===== config.mk =====
export PLATFORM = sky130hd
export DESIGN_NAME = adc_sar_ctl
export DESIGN_NICKNAME = d
export VERILOG_FILES = /design/src/rtl/adc_sar_pkg.sv /design/src/rtl/adc_sar_rcsync.sv /design/src/rtl/adc_sar_seq.sv /design/src/rtl/adc_sar_busdrv.sv /design/src/rtl/adc_sar_ctl.sv
export SDC_FILE = /design/constraint.sdc
export NUM_CORES = 1
export LEC_CHECK = 0
export ABC_CLOCK_PERIOD_IN_PS = 2170
export BUFFER_PORTS_ARGS = -buffer_cell sky130_fd_sc_hd__buf_2
export CAP_MARGIN = 10
export CORE_ASPECT_RATIO = 1.2
export CORE_UTILIZATION = 40
export DETAILED_ROUTE_END_ITERATION = 8
export PLACE_DENSITY = 0.7
export SYNTH_ARGS = -nofsm -noshare
export SYNTH_HDL_FRONTEND = slang
export SYNTH_SLANG_ARGS = --single-unit

===== constraint.sdc =====
create_clock -name clk -period 2.17 [get_ports clk]
set_input_delay 0.434 -clock clk [delete_from_list [all_inputs] [get_ports clk]]
set_output_delay 0.434 -clock clk [all_outputs]
set_load 0.02 [all_outputs]

===== src/rtl/adc_sar_pkg.sv =====
package adc_sar_pkg;
  typedef enum logic [1:0] {
    SEQ_IDLE = 2'd0,
    SEQ_CONV = 2'd1,
    SEQ_DONE = 2'd2
  } seq_state_e;
endpackage


===== src/rtl/adc_sar_rcsync.sv =====
module adc_sar_rcsync #(
  parameter int STAGES = 2
) (
  input  logic clk,
  input  logic rst_n,
  input  logic d,
  output logic level,
  output logic fall
);
  logic [STAGES-1:0] chain_q;
  logic [STAGES-1:0] chain_d;
  logic              prev_q;
  logic              prev_d;

  always_comb begin
    chain_d = {chain_q[STAGES-2:0], d};
    prev_d  = chain_q[STAGES-1];
  end

  always_ff @(posedge clk or negedge rst_n) begin
    if (!rst_n) begin
      chain_q <= '0;
      prev_q  <= 1'b0;
    end else begin
      chain_q <= chain_d;
      prev_q  <= prev_d;
    end
  end

  assign level = chain_q[STAGES-1];
  assign fall  = prev_q & ~chain_q[STAGES-1];
endmodule


===== src/rtl/adc_sar_seq.sv =====
module adc_sar_seq
  import adc_sar_pkg::*;
#(
  parameter int NBITS       = 12,
  parameter int CYC_PER_BIT = 3
) (
  input  logic             clk,
  input  logic             rst_n,
  input  logic             start,
  input  logic             cmp_in,
  output logic [NBITS-1:0] trial_code,
  output logic [NBITS-1:0] result,
  output logic             busy_n,
  output logic             track
);
  localparam int CW = (CYC_PER_BIT > 1) ? $clog2(CYC_PER_BIT) : 1;
  localparam logic [CW-1:0] CNT_LAST = CW'(CYC_PER_BIT - 1);
  localparam logic [NBITS-1:0] MSB_MASK = {1'b1, {(NBITS-1){1'b0}}};

  seq_state_e       state_q, state_d;
  logic [NBITS-1:0] sar_q, sar_d;
  logic [NBITS-1:0] bit_q, bit_d;
  logic [NBITS-1:0] res_q, res_d;
  logic [CW-1:0]    cnt_q, cnt_d;
  logic             busy_q, busy_d;
  logic [NBITS-1:0] decided;

  always_comb begin
    state_d = state_q;
    sar_d   = sar_q;
    bit_d   = bit_q;
    res_d   = res_q;
    cnt_d   = cnt_q;
    busy_d  = busy_q;
    decided = cmp_in ? sar_q : (sar_q & ~bit_q);
    case (state_q)
      SEQ_IDLE: begin
        if (start) begin
          state_d = SEQ_CONV;
          sar_d   = MSB_MASK;
          bit_d   = MSB_MASK;
          cnt_d   = '0;
          busy_d  = 1'b0;
        end
      end
      SEQ_CONV: begin
        if (cnt_q == CNT_LAST) begin
          cnt_d = '0;
          if (bit_q[0]) begin
            sar_d   = decided;
            res_d   = decided;
            state_d = SEQ_DONE;
          end else begin
            bit_d = bit_q >> 1;
            sar_d = decided | (bit_q >> 1);
          end
        end else begin
          cnt_d = cnt_q + 1'b1;
        end
      end
      SEQ_DONE: begin
        busy_d  = 1'b1;
        state_d = SEQ_IDLE;
      end
      default: state_d = SEQ_IDLE;
    endcase
  end

  always_ff @(posedge clk or negedge rst_n) begin
    if (!rst_n) begin
      state_q <= SEQ_IDLE;
      sar_q   <= '0;
      bit_q   <= '0;
      res_q   <= '0;
      cnt_q   <= '0;
      busy_q  <= 1'b1;
    end else begin
      state_q <= state_d;
      sar_q   <= sar_d;
      bit_q   <= bit_d;
      res_q   <= res_d;
      cnt_q   <= cnt_d;
      busy_q  <= busy_d;
    end
  end

  assign trial_code = sar_q;
  assign result     = res_q;
  assign busy_n     = busy_q;
  assign track      = (state_q != SEQ_CONV);
endmodule


===== src/rtl/adc_sar_busdrv.sv =====
module adc_sar_busdrv #(
  parameter int NBITS  = 12,
  parameter int BYTE_W = 8
) (
  input  logic [NBITS-1:0] result,
  input  logic             rc_level,
  input  logic             busy_n,
  input  logic             cs_n,
  input  logic             hi_byte,
  output logic [NBITS-1:0] data_out,
  output logic [NBITS-1:0] data_oe
);
  localparam int HI_W  = NBITS - BYTE_W;
  localparam int PAD_W = BYTE_W - HI_W;

  logic             drive;
  logic [BYTE_W-1:0] hi_lane;

  assign drive   = rc_level & busy_n & ~cs_n;
  assign hi_lane = {result[NBITS-1:BYTE_W], {PAD_W{1'b0}}};

  always_comb begin
    data_out = '0;
    data_oe  = '0;
    if (drive) begin
      if (hi_byte) begin
        data_oe[BYTE_W-1:0]  = '1;
        data_out[BYTE_W-1:0] = hi_lane;
      end else begin
        data_oe  = '1;
        data_out = result;
      end
    end
  end
endmodule


===== src/rtl/adc_sar_ctl.sv =====
module adc_sar_ctl #(
  parameter int NBITS       = 12,
  parameter int BYTE_W      = 8,
  parameter int CYC_PER_BIT = 3,
  parameter int SYNC_STAGES = 2
) (
  input  logic             clk,
  input  logic             rst_n,
  input  logic             cs_n,
  input  logic             rd_conv,
  input  logic             hi_byte,
  input  logic             cmp_in,
  output logic [NBITS-1:0] trial_code,
  output logic             track,
  output logic             busy_n,
  output logic [NBITS-1:0] data_out,
  output logic [NBITS-1:0] data_oe
);
  logic             rc_level;
  logic             rc_fall;
  logic             start_ok;
  logic [NBITS-1:0] result;

  adc_sar_rcsync #(.STAGES(SYNC_STAGES)) u_sync (
    .clk   (clk),
    .rst_n (rst_n),
    .d     (rd_conv),
    .level (rc_level),
    .fall  (rc_fall)
  );

  assign start_ok = rc_fall & ~cs_n & ~hi_byte & busy_n;

  adc_sar_seq #(.NBITS(NBITS), .CYC_PER_BIT(CYC_PER_BIT)) u_seq (
    .clk        (clk),
    .rst_n      (rst_n),
    .start      (start_ok),
    .cmp_in     (cmp_in),
    .trial_code (trial_code),
    .result     (result),
    .busy_n     (busy_n),
    .track      (track)
  );

  adc_sar_busdrv #(.NBITS(NBITS), .BYTE_W(BYTE_W)) u_bus (
    .result   (result),
    .rc_level (rc_level),
    .busy_n   (busy_n),
    .cs_n     (cs_n),
    .hi_byte  (hi_byte),
    .data_out (data_out),
    .data_oe  (data_oe)
  );
endmodule


== Word level (Yosys, flattened, before mapping) ==
Index checks and enable logic that the tools add are counted.
W data, S select, Z words.

* Word-level logic and storage cells: 61
* Register bits after elaboration: 44

* Multiplexer cells: 22
* Equal/unequal tests: 8
* Add/subtract/negate cells: 1
* Reduce and logical (&&, ||, !) cells: 9
* Bitwise logic cells: 12

{| class="wikitable"
|+ Operator list
! cell !! number
|-
| $mux W12 || 8
|-
| $pmux W12 S2 || 2
|-
| $and A12 B12 Y12 || 1
|-
| $not A12 Y12 || 1
|-
| $or A12 B11 Y12 || 1
|-
| $mux W2 || 5
|-
| $reduce_and A3 Y1 || 3
|-
| $mux W4 || 2
|-
| $mux W8 || 1
|-
| $pmux W2 S2 || 2
|-
| $and A1 B1 Y1 || 6
|-
| $ne A2 B1 Y1 const B || 3
|-
| $eq A2 B2 Y1 const B || 2
|-
| $ne A2 B2 Y1 const B || 2
|-
| $reduce_and A2 Y1 || 2
|-
| $reduce_and A4 Y1 || 1
|-
| $reduce_bool A2 Y1 || 2
|-
| $not A1 Y1 || 3
|-
| $add A2 B1 Y2 const B || 1
|-
| $eq A2 B1 Y1 const B || 1
|-
| $logic_not A2 Y1 || 1
|-
| $pmux W1 S2 || 1
|-
| $mux W1 || 1
|}

== Logic depth before layout (Yosys ltp) ==
* Depth in word-level cells: 7
* Depth in mapped cells: 6
* Gate-level depth less buffers: 4

== Cells and area by module ==
From an unflattened synthesis, not the netlist that was laid out.

* Cells, all modules: 194
* Area, all modules: 2155.8 sq um

{| class="wikitable"
|+ By module, submodules not included
! module !! instances !! seq. area each (sq um) !! cells an instance !! area an instance (sq um)
|-
| adc_sar_seq || 1 || 1027.2 || 157 || 1808.0
|-
| adc_sar_busdrv || 1 || 0.0 || 32 || 246.5
|-
| adc_sar_rcsync || 1 || 75.1 || 4 || 88.8
|-
| adc_sar_ctl || 1 || 0.0 || 1 || 12.5
|}

== Least setup slack after synthesis ==
OpenSTA, ideal clock, no wires.

* Path kind: register -> output
* From: register u_seq.busy_q (netlist: u_seq.busy_n)
* To: output data_out[0]
* Data required time: 1736 ps
* Path buffers: 0
* Slack: -64 ps
* Arrival: 1800 ps
* Stages on the path, launching flop included: 5
* Cells stage by stage: dfstp_2 > nor2b_1 > nand2_1 > nor2_1 > and2_1

* Cells in the longest elaborated chain, start to end: 3

{| class="wikitable"
|+ Ends and longest elaborated chain
! element !! RTL line !! RTL
|-
| from (decl) || adc_sar_seq.sv:25 || <nowiki>logic busy_q, busy_d;</nowiki>
|-
| from (signal assigned) || adc_sar_seq.sv:83 || <nowiki>busy_q <= busy_d;</nowiki>
|-
| $and A1 B1 Y1 (2 in series) || adc_sar_busdrv.sv:19 || <nowiki>assign drive = rc_level & busy_n & ~cs_n;</nowiki>
|-
| $mux W12 || adc_sar_busdrv.sv:25 || <nowiki>if (drive) begin</nowiki>
|-
| to (decl) || adc_sar_ctl.sv:16 || <nowiki>output logic [NBITS-1:0] data_out,</nowiki>
|}

No other way between the ends.

== Final worst setup path ==
* From: register u_seq.busy_q (netlist: u_seq.busy_n)
* To: output data_out[10]

The elaborated chain is that of the path after synthesis.

==> results.md <==
- The flow ran to the end, and the final reports show no timing, DRC or antenna violations.
- The post-synthesis cell type with the largest combined area is dfrtp_1.
- The final-report setup violation count is 0.
- The via total after detailed routing is 1507.
- The clock period minus final worst setup slack is 2.05 ns.
- Dividing the detail-routed wire length by the instance count gives 14.6 µm.
- The clock tree from TritonCTS is built.
- The net count after synthesis is 201.
- The required time of the worst setup path is 1.74 ns.
- The maximum level of the CTS H-tree is 2.
- The count of clock tree sinks is 44.
- The count of buffers inserted at the top-level ports is 43.
- Of all nets on the critical path, the largest fanout is 6.
- The number of pins exceeding their max-slew limit in the final report is 0.
- The highest ir drop seen on vdd is 0.000448 V.
- Setup repair after global routing left no endpoint under its margin.
- The initial utilization of the core area, before any placement, comes to 42.5%.
- The endpoint of the lowest-slack register-to-register path is u_seq.trial_code[1].
- The number of hold violations in the final report is 0.
- The violation count after the first detailed-routing iteration is 50.
- The core region is 4660 µm².
- Static timing analysis puts the maximum clock frequency at 488 MHz.
- The wire length reported by the detailed router is 4.29 mm.
- During I/O placement, the number of pins put on the boundary was 44.
- The chip width is 66.3 µm.
- The power density relative to cell area is 1010 nW/µm².
- The area overhead of the layout relative to synthesis is 18.0%.
- The die boundary height is 79.1 µm.
- The biggest cell delay along the critical path is 0.54 ns.
- Counting tap cells, the placed design contains a total of 282 instances.
- The area enclosed by the die boundary is 5240 µm².
- Among all flip-flop cells after synthesis, the most frequent one is dfrtp_1.
- The via count of the first global-routing pass came to 1459.
- The total number of placement rows is 27.
- The number of clock buffers added by TritonCTS is 5.
- The count of nets left with antenna violations once routing finished came out at 0.
- The final core utilization is 50.2%.
- The post-cts hold buffer count is 0.
- The post-synthesis async set-or-reset flop share is 100%.
- Following the worst setup path forward leads to its endpoint at data_out[10].
- Clock tree synthesis selected as its root buffer the cell clkbuf_8.
- The number of different library cells used by synthesis comes to 31.
- The initial antenna violation count came to 0.
- The synthesized design contains 0 enable-type register cells.
- The critical path goes through nor2b_2 -> nand2_4 -> nor2_4 -> and2_1 -> buf_2.
- Entering global routing, the biggest net connects 26 pins.
- For this run, design rule violations remaining after detail routing come to 0.
- Between clock sinks in the finished design, the worst skew comes to 0.00345 ns.
- After synthesis, flip-flops and latches occupy 55.6% of the total area.
- Summed over all layers, the global routing overflow is 0.
- The finished layout holds 293 standard cells, fillers aside.
- Sorting the synthesized cells by area gives the leading types as dfrtp_1 (54%), o21ai_0 (7.1%), nand2_1 (4.5%).
- 0 antenna diodes ended up in the layout.
- The kind of start point of the critical path is a register.
- After synthesis the netlist holds a flip-flop and latch count of 44.
- After routing the design area is 2340 µm².
- Data on the critical path arrives at its endpoint at 1.62 ns.
- The most critical setup path has its startpoint at u_seq.busy_n.
- The HPWL after detailed placement is 2.98 mm.
- The via density per instance is 5.14.
- The startpoint identified for the worst register-to-register timing path is u_seq.cnt_q[0].
- In the layout the commonest cells are buf_2 (43), dfrtp_1 (43), o21ai_0 (28).
- The flop-to-flop setup slack is 0.39 ns.
- The class of the tightest hold or removal check is input pin to asynchronous set/reset pin.
- The max-cap violation count is 0.
- The congestion estimate from routability-driven global placement came to 0.810.
- The average instance in the mapped netlist occupies 10.2 µm².
- The leakage component of the power is 1.20 nW.
- The clock-pin slew of the registers on the worst-case setup and hold paths is 0.08 ns.
- The number of standard cells after synthesis is 195.
- In this run the cell area measured after placement is 2190 µm².
- The final layout contains 240 nets.
- The global-route wire length before repair is 7.34 mm.
- The worst setup path is of the register to primary output kind.
- The global router's overall resource usage is 18.8%.
- The worst register-to-register path has a depth of 4.
- The headroom to the max-slew limit is 57.5%.
- The clock passes through at most 2 buffers.
- The cell with the largest stage delay on the worst path is dfstp_2.
- The slew at the pin with the worst max-slew slack is 0.636 ns.
- The post-route netlist has 28.1% of its cells at a drive strength greater than 1.
- The kind of end point of the critical path is a primary output.
- The post-route clock period utilization is 94.4%.
- The synthesized netlist occupies a cell area of 1980 µm².
- For this run, the detailed router's first-pass iteration total came to 4.
- The clock reaches the later pin of the worst-skew pair after 0.30 ns.
- The aggregate negative setup slack is 0 ns.
- The top cell type by area accounts for 54.3% of the synthesized area.
- The Yosys step of the flow raised 0 warnings.
[worst max-delay path, delay by kind of cell (launching register included)]
family | cells | cell delay, ns
buffers and inverters | 1 | 0.15
flip-flops | 1 | 0.54
AND/OR/NAND/NOR | 4 | 0.61
[state kept, by name, indices dropped and copies added, names as in the netlist]
register          flops
u_seq.result         12
u_sync.chain_q        2
u_seq.bit_q          12
u_seq.state_q         2
u_seq.busy_n          1
u_seq.trial_code     12
u_seq.cnt_q           2
u_sync.prev_q         1
[synth_stat cells (3+ instances only)]
| cell | n |
|---|---|
| nand3_1 | 4 |
| dfrtp_1 | 43 |
| a22o_1 | 9 |
| nor2b_1 | 4 |
| buf_2 | 3 |
| mux2i_1 | 4 |
| nor2_1 | 9 |
| buf_4 | 11 |
| o21ai_0 | 28 |
| nand2_1 | 24 |
| a32o_1 | 7 |
| and2_1 | 9 |
| clkbuf_1 | 4 |
| a21o_1 | 3 |
| inv_1 | 16 |
[worst min path at each step]
stage,startpoint,endpoint,slack (ns)
finish,rst_n,u_seq.cnt_q[1],0.09
CTS,rst_n,u_seq.bit_q[10],0.10
detailed placement,u_sync.chain_q[0],u_sync.chain_q[1],0.35
global placement,u_sync.chain_q[0],u_sync.chain_q[1],0.33
global route,rst_n,u_sync.chain_q[1],0.12
floorplan,rst_n,u_seq.bit_q[0],0.14
[cell families (layout without fill, tap and decap cells)]
| family | Yosys count | in the layout | share of synthesized area (%) |
|---|---|---|---|
| flip-flops | 44 | 44 | 55.6 |
| buffers and inverters | 35 | 74 | 8.90 |
| multiplexers | 5 | 5 | 2.59 |
| AND/OR/NAND/NOR | 58 | 59 | 14.8 |
| AO/OA/AOI/OAI | 53 | 53 | 18.1 |
[layer usage]
layer | GRT usage (%) | up-vias | part of all wire, %
met3 | 3.88 | 6 | 3.3
met2 | 30.7 | 32 | 50
met5 | 0 | - | 0
met1 | 24.2 | 736 | 45
met4 | 7.02 | 0 | 1.6
li1 | - | 733 | -
[final cells by class]
cell class | instances | area (µm²)
clock inverters | 2 | 35.0
flip-flops and latches | 44 | 1100
repair buffers | 49 | 260
inverters | 17 | 63.8
multi-input cells | 117 | 733
well taps | 58 | 72.6
clock buffers | 6 | 72.6
fillers | 448 | 2320
[where the power goes]
group	leakage, nW	internal (W)	switching, W	total, W
Sequential	0.588	0.000978	0.000154	0.00113
Clock	0.0552	0.000342	0.000275	0.000617
Combinational	0.555	0.000234	0.000383	0.000618
Total	1.20	0.00155	0.000812	0.00237
[per-stage QoR]
stage          setup WS, ns  hold slack, ns  total power (W)
3_5_place_dp          0.168           0.355          0.00174
6_report              0.121          0.0945          0.00237
5_1_grt             0.00634           0.123          0.00251
4_1_cts              0.0580           0.102          0.00238
2_1_floorplan         0.136           0.138          0.00156
3_3_place_gp          0.215           0.332          0.00173
[repair_timing]
item / in CTS / in global routing
setup endpoints to repair: 12 / 6
gates resized for setup: 4 / 1
pin swaps: 2 / 1
buffers inserted: 2 / 0
cloned: 1 / 0
Power figures use the tool's default switching activity.
